File: src/rtl/wpc_pkg.sv
package wpc_pkg;

  typedef enum logic [1:0] {
    ST_IDLE,
    ST_EVICT,
    ST_FILL,
    ST_WTHRU
  } wpcState_t;

  typedef struct packed {
    logic cpuWrWord;   // write processor data into addressed word
    logic setDirty;    // mark indexed line dirty
    logic fillWord;    // store returned beat into line word [beat]
    logic fillDone;    // install tag, set valid, clear dirty
    logic cleanLine;   // victim copied out: clear dirty
    logic addrVictim;  // next-level address from stored tag
    logic addrFill;    // next-level address from request tag
  } wpcStrobes_t;

endpackage

File: src/rtl/wpcDatapath.sv
module wpcDatapath
  import wpc_pkg::*;
#(
  parameter int ADDR_W     = 10,
  parameter int DATA_W     = 32,
  parameter int LINES      = 8,
  parameter int WORDS      = 4,
  parameter bit WRITE_BACK = 1'b1
) (
  input  logic                     clk,
  input  logic                     rst,
  input  logic [ADDR_W-1:0]        cpuAddr,
  input  logic [DATA_W-1:0]        cpuWdata,
  input  wpcStrobes_t              strobes,
  input  logic [$clog2(WORDS)-1:0] beat,
  input  logic [DATA_W-1:0]        memRdata,
  output logic                     hit,
  output logic                     victimDirty,
  output logic [DATA_W-1:0]        cpuRdata,
  output logic [ADDR_W-1:0]        memAddr,
  output logic [DATA_W-1:0]        memWdata
);
  localparam int OFF_W = $clog2(WORDS);
  localparam int IDX_W = $clog2(LINES);
  localparam int TAG_W = ADDR_W - IDX_W - OFF_W;

  logic [DATA_W-1:0] dataArr [LINES*WORDS];
  logic [TAG_W-1:0]  tagArr  [LINES];
  logic [LINES-1:0]  validBits;
  logic [LINES-1:0]  dirtyBits;

  logic [IDX_W-1:0] idx;
  logic [OFF_W-1:0] off;
  logic [TAG_W-1:0] tagIn;
  logic [DATA_W-1:0] lineWord;

  assign off   = cpuAddr[OFF_W-1:0];
  assign idx   = cpuAddr[OFF_W +: IDX_W];
  assign tagIn = cpuAddr[ADDR_W-1 -: TAG_W];

  assign hit         = validBits[idx] && (tagArr[idx] == tagIn);
  assign victimDirty = validBits[idx] && dirtyBits[idx];
  assign cpuRdata    = dataArr[{idx, off}];
  assign lineWord    = dataArr[{idx, beat}];

  always_comb begin
    if (strobes.addrVictim)    memAddr = {tagArr[idx], idx, beat};
    else if (strobes.addrFill) memAddr = {tagIn, idx, beat};
    else                       memAddr = cpuAddr;
  end

  assign memWdata = strobes.addrVictim ? lineWord : cpuWdata;

  always_ff @(posedge clk) begin
    if (strobes.fillWord)  dataArr[{idx, beat}] <= memRdata;
    if (strobes.cpuWrWord) dataArr[{idx, off}]  <= cpuWdata;
    if (strobes.fillDone)  tagArr[idx]          <= tagIn;
  end

  always_ff @(posedge clk) begin
    if (rst) begin
      validBits <= '0;
      dirtyBits <= '0;
    end else begin
      if (strobes.fillDone) begin
        validBits[idx] <= 1'b1;
        dirtyBits[idx] <= 1'b0;
      end
      if (strobes.cleanLine) dirtyBits[idx] <= 1'b0;
      if (strobes.setDirty)  dirtyBits[idx] <= 1'b1;
    end
  end


  wt_never_dirty_chk: assert property (@(posedge clk) disable iff (rst)
    (WRITE_BACK == 1'b0) |-> (dirtyBits == '0));


  fill_after_clean_chk: assert property (@(posedge clk) disable iff (rst)
    strobes.fillWord |-> !victimDirty);

endmodule

File: src/rtl/wpcControl.sv
module wpcControl
  import wpc_pkg::*;
#(
  parameter int WORDS       = 4,
  parameter bit WRITE_BACK  = 1'b1,
  parameter bit WRITE_ALLOC = 1'b1
) (
  input  logic                     clk,
  input  logic                     rst,
  input  logic                     cpuValid,
  input  logic                     cpuWrite,
  input  logic                     hit,
  input  logic                     victimDirty,
  input  logic                     memReady,
  output logic                     cpuReady,
  output logic                     memValid,
  output logic                     memWrite,
  output wpcStrobes_t              strobes,
  output logic [$clog2(WORDS)-1:0] beat
);
  localparam int OFF_W = $clog2(WORDS);
  localparam logic [OFF_W-1:0] LAST_BEAT = OFF_W'(WORDS - 1);

  wpcState_t state, nextState;
  logic lastBeat;

  assign lastBeat = (beat == LAST_BEAT);

  always_comb begin
    nextState = state;
    cpuReady  = 1'b0;
    memValid  = 1'b0;
    memWrite  = 1'b0;
    strobes   = '0;
    unique case (state)
      ST_IDLE: begin
        if (cpuValid) begin
          if (hit) begin
            if (!cpuWrite) begin
              cpuReady = 1'b1;
            end else if (WRITE_BACK) begin
              cpuReady          = 1'b1;
              strobes.cpuWrWord = 1'b1;
              strobes.setDirty  = 1'b1;
            end else begin
              nextState = ST_WTHRU;
            end
          end else if (cpuWrite && !WRITE_ALLOC) begin
            nextState = ST_WTHRU;
          end else if (victimDirty) begin
            nextState = ST_EVICT;
          end else begin
            nextState = ST_FILL;
          end
        end
      end
      ST_EVICT: begin
        memValid           = 1'b1;
        memWrite           = 1'b1;
        strobes.addrVictim = 1'b1;
        if (memReady && lastBeat) begin
          strobes.cleanLine = 1'b1;
          nextState         = ST_FILL;
        end
      end
      ST_FILL: begin
        memValid         = 1'b1;
        strobes.addrFill = 1'b1;
        if (memReady) begin
          strobes.fillWord = 1'b1;
          if (lastBeat) begin
            strobes.fillDone = 1'b1;
            nextState        = ST_IDLE;
          end
        end
      end
      ST_WTHRU: begin
        memValid = 1'b1;
        memWrite = 1'b1;
        if (memReady) begin
          cpuReady          = 1'b1;
          strobes.cpuWrWord = hit;
          nextState         = ST_IDLE;
        end
      end
      default: nextState = ST_IDLE;
    endcase
  end

  always_ff @(posedge clk) begin
    if (rst) begin
      state <= ST_IDLE;
      beat  <= '0;
    end else begin
      state <= nextState;
      if (memValid && memReady && (state == ST_EVICT || state == ST_FILL))
        beat <= beat + OFF_W'(1);
    end
  end


  ready_needs_valid_chk: assert property (@(posedge clk) disable iff (rst)
    cpuReady |-> cpuValid);


  nohit_store_forwarded_chk: assert property (@(posedge clk) disable iff (rst)
    (cpuReady && cpuWrite && !hit) |-> (memValid && memWrite && memReady));


  wb_hit_quiet_chk: assert property (@(posedge clk) disable iff (rst)
    (WRITE_BACK && cpuReady && cpuWrite && hit) |-> !memValid);

endmodule

File: src/rtl/wpCache.sv
module wpCache
  import wpc_pkg::*;
#(
  parameter int ADDR_W      = 10,
  parameter int DATA_W      = 32,
  parameter int LINES       = 8,
  parameter int WORDS       = 4,
  parameter bit WRITE_BACK  = 1'b1,
  parameter bit WRITE_ALLOC = 1'b1
) (
  input  logic              clk,
  input  logic              rst,
  input  logic              cpuValid,
  input  logic              cpuWrite,
  input  logic [ADDR_W-1:0] cpuAddr,
  input  logic [DATA_W-1:0] cpuWdata,
  output logic              cpuReady,
  output logic [DATA_W-1:0] cpuRdata,
  output logic              memValid,
  output logic              memWrite,
  output logic [ADDR_W-1:0] memAddr,
  output logic [DATA_W-1:0] memWdata,
  input  logic              memReady,
  input  logic [DATA_W-1:0] memRdata
);
  localparam int OFF_W = $clog2(WORDS);

  wpcStrobes_t      strobes;
  logic [OFF_W-1:0] beat;
  logic             hit;
  logic             victimDirty;

  wpcControl #(
    .WORDS(WORDS), .WRITE_BACK(WRITE_BACK), .WRITE_ALLOC(WRITE_ALLOC)
  ) u_ctrl (
    .clk(clk), .rst(rst), .cpuValid(cpuValid), .cpuWrite(cpuWrite),
    .hit(hit), .victimDirty(victimDirty), .memReady(memReady),
    .cpuReady(cpuReady), .memValid(memValid), .memWrite(memWrite),
    .strobes(strobes), .beat(beat)
  );

  wpcDatapath #(
    .ADDR_W(ADDR_W), .DATA_W(DATA_W), .LINES(LINES), .WORDS(WORDS),
    .WRITE_BACK(WRITE_BACK)
  ) u_dp (
    .clk(clk), .rst(rst), .cpuAddr(cpuAddr), .cpuWdata(cpuWdata),
    .strobes(strobes), .beat(beat), .memRdata(memRdata),
    .hit(hit), .victimDirty(victimDirty), .cpuRdata(cpuRdata),
    .memAddr(memAddr), .memWdata(memWdata)
  );


  mem_req_hold_chk: assert property (@(posedge clk) disable iff (rst)
    (memValid && !memReady) |=> (memValid && $stable(memAddr) && $stable(memWrite)));

endmodule

File: config.mk
export PLATFORM = sky130hd
export DESIGN_NAME = wpCache
export DESIGN_NICKNAME = d
export VERILOG_FILES = /design/src/rtl/wpc_pkg.sv /design/src/rtl/wpcDatapath.sv /design/src/rtl/wpcControl.sv /design/src/rtl/wpCache.sv
export SDC_FILE = /design/constraint.sdc
export NUM_CORES = 1
export LEC_CHECK = 0
export BUFFER_PORTS_ARGS = -buffer_cell sky130_fd_sc_hd__buf_2
export CORE_MARGIN = 8
export CORE_UTILIZATION = 45
export CTS_CLUSTER_DIAMETER = 80
export DETAILED_ROUTE_END_ITERATION = 7
export GPL_ROUTABILITY_DRIVEN = 0
export PLACE_DENSITY_LB_ADDON = 0.12
export SLEW_MARGIN = 15
export SYNTH_ARGS = -nofsm -noshare
export SYNTH_HDL_FRONTEND = slang
export SYNTH_HIERARCHICAL = 1
export SYNTH_SLANG_ARGS = --single-unit
File: constraint.sdc
create_clock -name clk -period 10.8 [get_ports clk]
set_input_delay 0.54 -clock clk [delete_from_list [all_inputs] [get_ports clk]]
set_output_delay 0.54 -clock clk [all_outputs]
set_load 0.05 [all_outputs]
======== After elaboration in Yosys (flattened, before gate mapping) ========
Memories as Yosys holds them, arrays and structs flattened.
Cells that the tools add are included.
cells by class
  reductions and logical operators ........ 12
  multiplexer cells ....................... 49
  add/subtract/negate cells ............... 1
  $lt $le $gt $ge ......................... 2
  bitwise logic cells ..................... 5
  equality and inequality tests ........... 11
operator list
  operator                                                                      number
  32-bit two-way mux                                                            2
  8-bit two-way mux                                                             5
  32-bit OR reduction                                                           1
  2-bit two-way mux                                                             14
  1-bit two-way mux                                                             20
  8-bit AND                                                                     2
  8-bit bitwise OR                                                              2
  10-bit two-way mux                                                            1
  2-bit != test, second input constant                                          4
  8-bit NOT                                                                     1
  2-bit case mux with 4 select lines                                            1
  1-bit binary-select mux with 3-bit select                                     2
  2-bit equality test, second input constant                                    3
  1-bit logical AND                                                             6
  6-bit AND reduction                                                           1
  5-bit equality test                                                           1
  5-bit two-way mux                                                             1
  3-bit by 4-bit less-than comparator with 1-bit output, second input constant  1
  2-bit by 1-bit != test with 1-bit output, second input constant               2
  1-bit case mux with 2 select lines                                            2
  1-bit demux with 3-bit select                                                 1
  3-bit by 1-bit >= comparator with 1-bit output, second input constant         1
  3-bit OR reduction                                                            1
  2-bit by 1-bit adder with 2-bit output, second input constant                 1
  4 further kinds                                                               4
storage, ports and cells
  memories ................................ 2
  logic and storage cells ................. 86
  flip-flop bits (word level) ............. 20
  memory bits (writable) .................. 1064
  output and inout bits ................... 77
  bits of input ports ..................... 79
memory list
  name          words  bits a word  rd ports  clocked after Yosys merged registers in  wr ports  line               RTL
  u_dp.dataArr  32     32           2         0                                        1         wpcDatapath.sv:27  logic [DATA_W-1:0] dataArr [LINES*WORDS];
  u_dp.tagArr   8      5            1         0                                        1         wpcDatapath.sv:28  logic [TAG_W-1:0] tagArr [LINES];

======== Longest topological paths before layout ========
  depth after elaboration ................. 13
  mapped depth ............................ 16

======== Modules after synthesis ========
Netlist, hierarchy kept.
by module, submodules not included
  module       area each (um^2)  cells each  sequential area each (um^2)  instances
  wpcDatapath  62105.8           3996        32271.0                      1
  wpcControl   351.6             40          80.1                         1

======== Least setup slack after synthesis ========
No wires, ideal clock.
  kind .................................... input port to flip-flop
  from .................................... in cpuAddr[2]
  to ...................................... mem u_dp.dataArr[0][0] (enable)
  path buffers ............................ 4
  setup time .............................. 421 ps
  path slack .............................. 5773 ps
  cell stages on the path ................. 14
  data required time ...................... 10379 ps
  data arrival time ....................... 4605 ps
  path through ............................ buf_2 buf_4 buf_2 nor2_1 buf_2 a221oi_1 xor2_1 nor4_1 and4_1 a31oi_1 nor2_1 nor3b_2 a21oi_1 nor2_1
RTL lines
  element             line               RTL
  start: declaration  wpCache.sv:15      input logic [ADDR_W-1:0] cpuAddr,
  end: declaration    wpcDatapath.sv:27

==> reports/metrics.csv <==
stage,metric,value,unit
grt,vias in the first global route,40660,
clocking,clk_lat worst skew,0.79,ns
floorplanning,Top Ports,156,
grt,Total GRT Usage,30.77,%
floorplanning,Die H,388.6,µm
sta,Slew @ Worst Pin,1.099,ns
sta,slew margin rel.,26.72,%
grt,first-pass GRT wire length,330400,µm
synthesis,"Avg Cell Area, Syn",15.48,µm²
grt,grt total ovfl,0,
power_and_ir_drop,Seq pwr share,46.2,%
grt,largest net degree at the start of global routing,93,
placed_design,Post-DP HPWL,135500,µm
detailed_routing,routed len/inst,41.16,µm
hold_path,hold_sp,cpuAddr[9],
synthesis,most numerous cell in the Yosys netlist,edfxtp_1,
synthesis,Netlist Area Pre-Place,0.06246,mm²
setup_path,Reg2Reg Depth,12,
final_layout,nets,4004,
hold_path,HP Class,in -> reg,
power_and_ir_drop,Pleak,20.92,nW
sta,Fin. Hold Viols,0,
clocking,clock buffer depth,3,
synthesis,top_reg_cell synth,edfxtp_1,
placed_design,placed insts,5581,
setup_path,CP Max Fanout,51,
sta,RSZ-0062 raised after global routing,no,
setup_path,worst reg2reg setup slack,4.66,ns
final_layout,layout cells sized above 1,47.93,%
synthesis,Yosys warnings,6,
sta,Final WS setup,4.170,ns
synthesis,most common library cells after synthesis,"1,064 x edfxtp_1, 1,008 x mux2_2, 395 x mux4_2",
floorplanning,standard-cell row count,136,
sta,Final Max Tran Viols,0,
floorplanning,Initial Utilization,45.37,%
clocking,TritonCTS clock tree,built,
synthesis,syn nets,4121,
detailed_routing,Initial DRT Pass Iterations,5,
setup_path,reg2reg end,u_dp/dataArr[17][18],
hold_path,Hold Path Depth,1,
power_and_ir_drop,Psw,2.592,mW
final_layout,Area growth syn-to-layout,9.818,%
clocking,Post-CTS Setup Repair Bufs,0,
clocking,H-tree depth,4,
power_and_ir_drop,Peak VDD IR,124.4,µV
synthesis,Netlist cell types,56,
clocking,clk root buf,clkbuf_16,
synthesis,number of synthesized flops with an enable pin,1064,
floorplanning,full die area,0.1510,mm²
clocking,CTS sink cnt,1084,
setup_path,Critical Path AT,7.03,ns
sta,fin crit period,6.630,ns
power_and_ir_drop,clock share of power,41.7,%
synthesis,async set-reset flop share out of synthesis,0,%
power_and_ir_drop,Internal,7.520,mW
synthesis,"area leader, netlist",edfxtp_1,
clocking,Num CTS Buffers,130,
setup_path,Critical Path End Type,flip-flop,
clocking,Post-CTS Hold Buffers,0,
clocking,Worst-path clk slew,0.06,ns
sta,Setup TNS,0,ns
placed_design,setup slack at placement,3.683,ns
floorplanning,Die X,388.6,µm
synthesis,Mapped Cells,4036,
setup_path,CP Class,in -> reg,
placed_design,port bufs,155,
clocking,Post-CTS Resized,0,
run,max cap viols,0,
synthesis,sequential fraction of the synthesis area,51.80,%
detailed_routing,detail-routed via count per cell,7.145,
sta,final critical-path share of the clock period,61.39,%
sta,Final setup viols,0,
sta,f_max,150.8,MHz
synthesis,Seq cells post-synth,1084,
power_and_ir_drop,Combinational Power Share,12.1,%
detailed_routing,Routed WL,239200,µm
power_and_ir_drop,sw frac,25.63,%
sta,Fin Clk Skew,0.03036,ns
detailed_routing,DRC viols,0,
setup_path,CP Launch Type,primary input,
detailed_routing,ANT nets after route,0,
detailed_routing,number of DRC markers in iteration 0,5540,
setup_path,launch point of the worst reg-to-reg path,u_dp/tagArr[1][0],
grt,initial antenna violation count,10,
status,status,completed,
final_layout,final std cells w/o fill,5813,
hold_path,Hold Path Sink,u_dp/tagArr[1][4],
detailed_routing,DR vias,41540,
setup_path,worst path required time,11.20,ns
final_layout,fillers,11700,
synthesis,top cell type's share of synthesized area,51.16,%
synthesis,most area-consuming cells after synthesis,"edfxtp_1 51%, mux2_2 18%, mux4_2 14%",
power_and_ir_drop,Pwr Density,147.4,mW/mm²
floorplanning,Core Box Area,0.1377,mm²
## cell usage in the layout, fill, tap and decap left out, types with 24 or more instances in the layout
cell       netlist  layout
buf_4           40     101
nand4_1         58      58
nand3_1         44      44
mux2i_1        254     254
edfxtp_1      1064    1064
mux4_2         395     395
mux2_1          24      24
nand2_1         79      71
a22oi_1        283     283
clkbuf_16        0     136
nor2_1          98      39
clkbuf_1       268      36
nor2_4           0      62
buf_2          170     153
mux2_2        1008    1008
a21oi_1         32      31
## cell families after synthesis
logic type               after synthesis  share of synthesized area (%)
AO/OA/AOI/OAI                        404                          4.740
XOR/XNOR                               3                        0.04208
adder cells (fa/ha/maj)                6                         0.1202
buffers and inverters                514                          3.696
flip-flops                          1084                          51.80
multiplexers                        1682                          36.94
AND/OR/NAND/NOR                      343                          2.660
## worst max-delay path: stages
cell and delay, ns:
buf_2 0.09, buf_4 0.59, nor2b_1 0.87, o2bb2ai_1 0.22, or3_1 0.15, nand3_1 0.09
nor4_1 0.58, and4_1 0.52, a31oi_1 0.07, nor2_1 0.45, nand3b_1 0.73, a21boi_2 0.55
nor2_4 0.81, buf_4 0.63
## worst max path at each step
| stage | slack, ns | end | start | cells past startpoint |
|---|---|---|---|---|
| global route | 4.00 | u_dp/dataArr[27][29] | cpuAddr[4] | 14 |
| finish | 4.17 | u_dp/dataArr[17][18] | cpuAddr[4] | 14 |
| CTS | 4.47 | u_dp/dataArr[17][25] | cpuAddr[4] | 14 |
| detailed placement | 3.68 | u_dp/dataArr[17][29] | cpuAddr[4] | 14 |
| floorplan | 5.77 | u_dp/dataArr[0][0] | cpuAddr[2] | 14 |
| global placement | 3.74 | u_dp/dataArr[26][21] | cpuAddr[4] | 15 |
## power by group through the flow
stage                     clock [mW]  combinational (mW)  sequential, mW
after global routing            4.41                1.28            4.67
after detailed placement           0                1.21            4.76
after CTS                       4.28                1.21            4.67
final                           4.22                1.23            4.67
after floorplan                    0               0.861            4.74
after global placement             0                1.20            4.76
## cell type report
type	count	area [µm²]	share of cell area, %
diodes	9	22.52	0.03284
multi-input cells	2438	28390	41.39
clock inverters	51	416.7	0.6075
inverters	7	26.28	0.03831
flip-flops and latches	1084	32360	47.18
well taps	1794	2245	3.273
clock buffers	172	3538	5.159
repair buffers	258	1594	2.324
## state kept, by name (all words and copies together), names as in the netlist
name            cells
u_dp/validBits      8
u_dp/dirtyBits      8
u_ctrl/beat         2
u_ctrl/state        2
u_dp/tagArr        40
u_dp/dataArr     1024
## per-stage QoR
stage	instance area, µm²	total power, mW	hold slack [ns]	utilization (%)
floorplan	62460	5.606	0.4346	-
global route	68570	10.36	0.06478	49.81
global placement	64610	5.962	0.4493	46.94
finish	68590	10.11	0.07044	49.82
CTS	68570	10.16	0.01978	49.81
detailed placement	64610	5.968	0.4586	46.94
## layer usage
layer / global-route usage, % / wire length (µm) / vias to the layer above
li1: - / - / 16210
met3: 6.419 / 23390 / 534
met1: 42.43 / 95800 / 22200
met5: 0 / 0 / -
met2: 47.30 / 108700 / 2586
met4: 13.14 / 11330 / 0
Note: power is estimated with default switching activity, not from simulation.
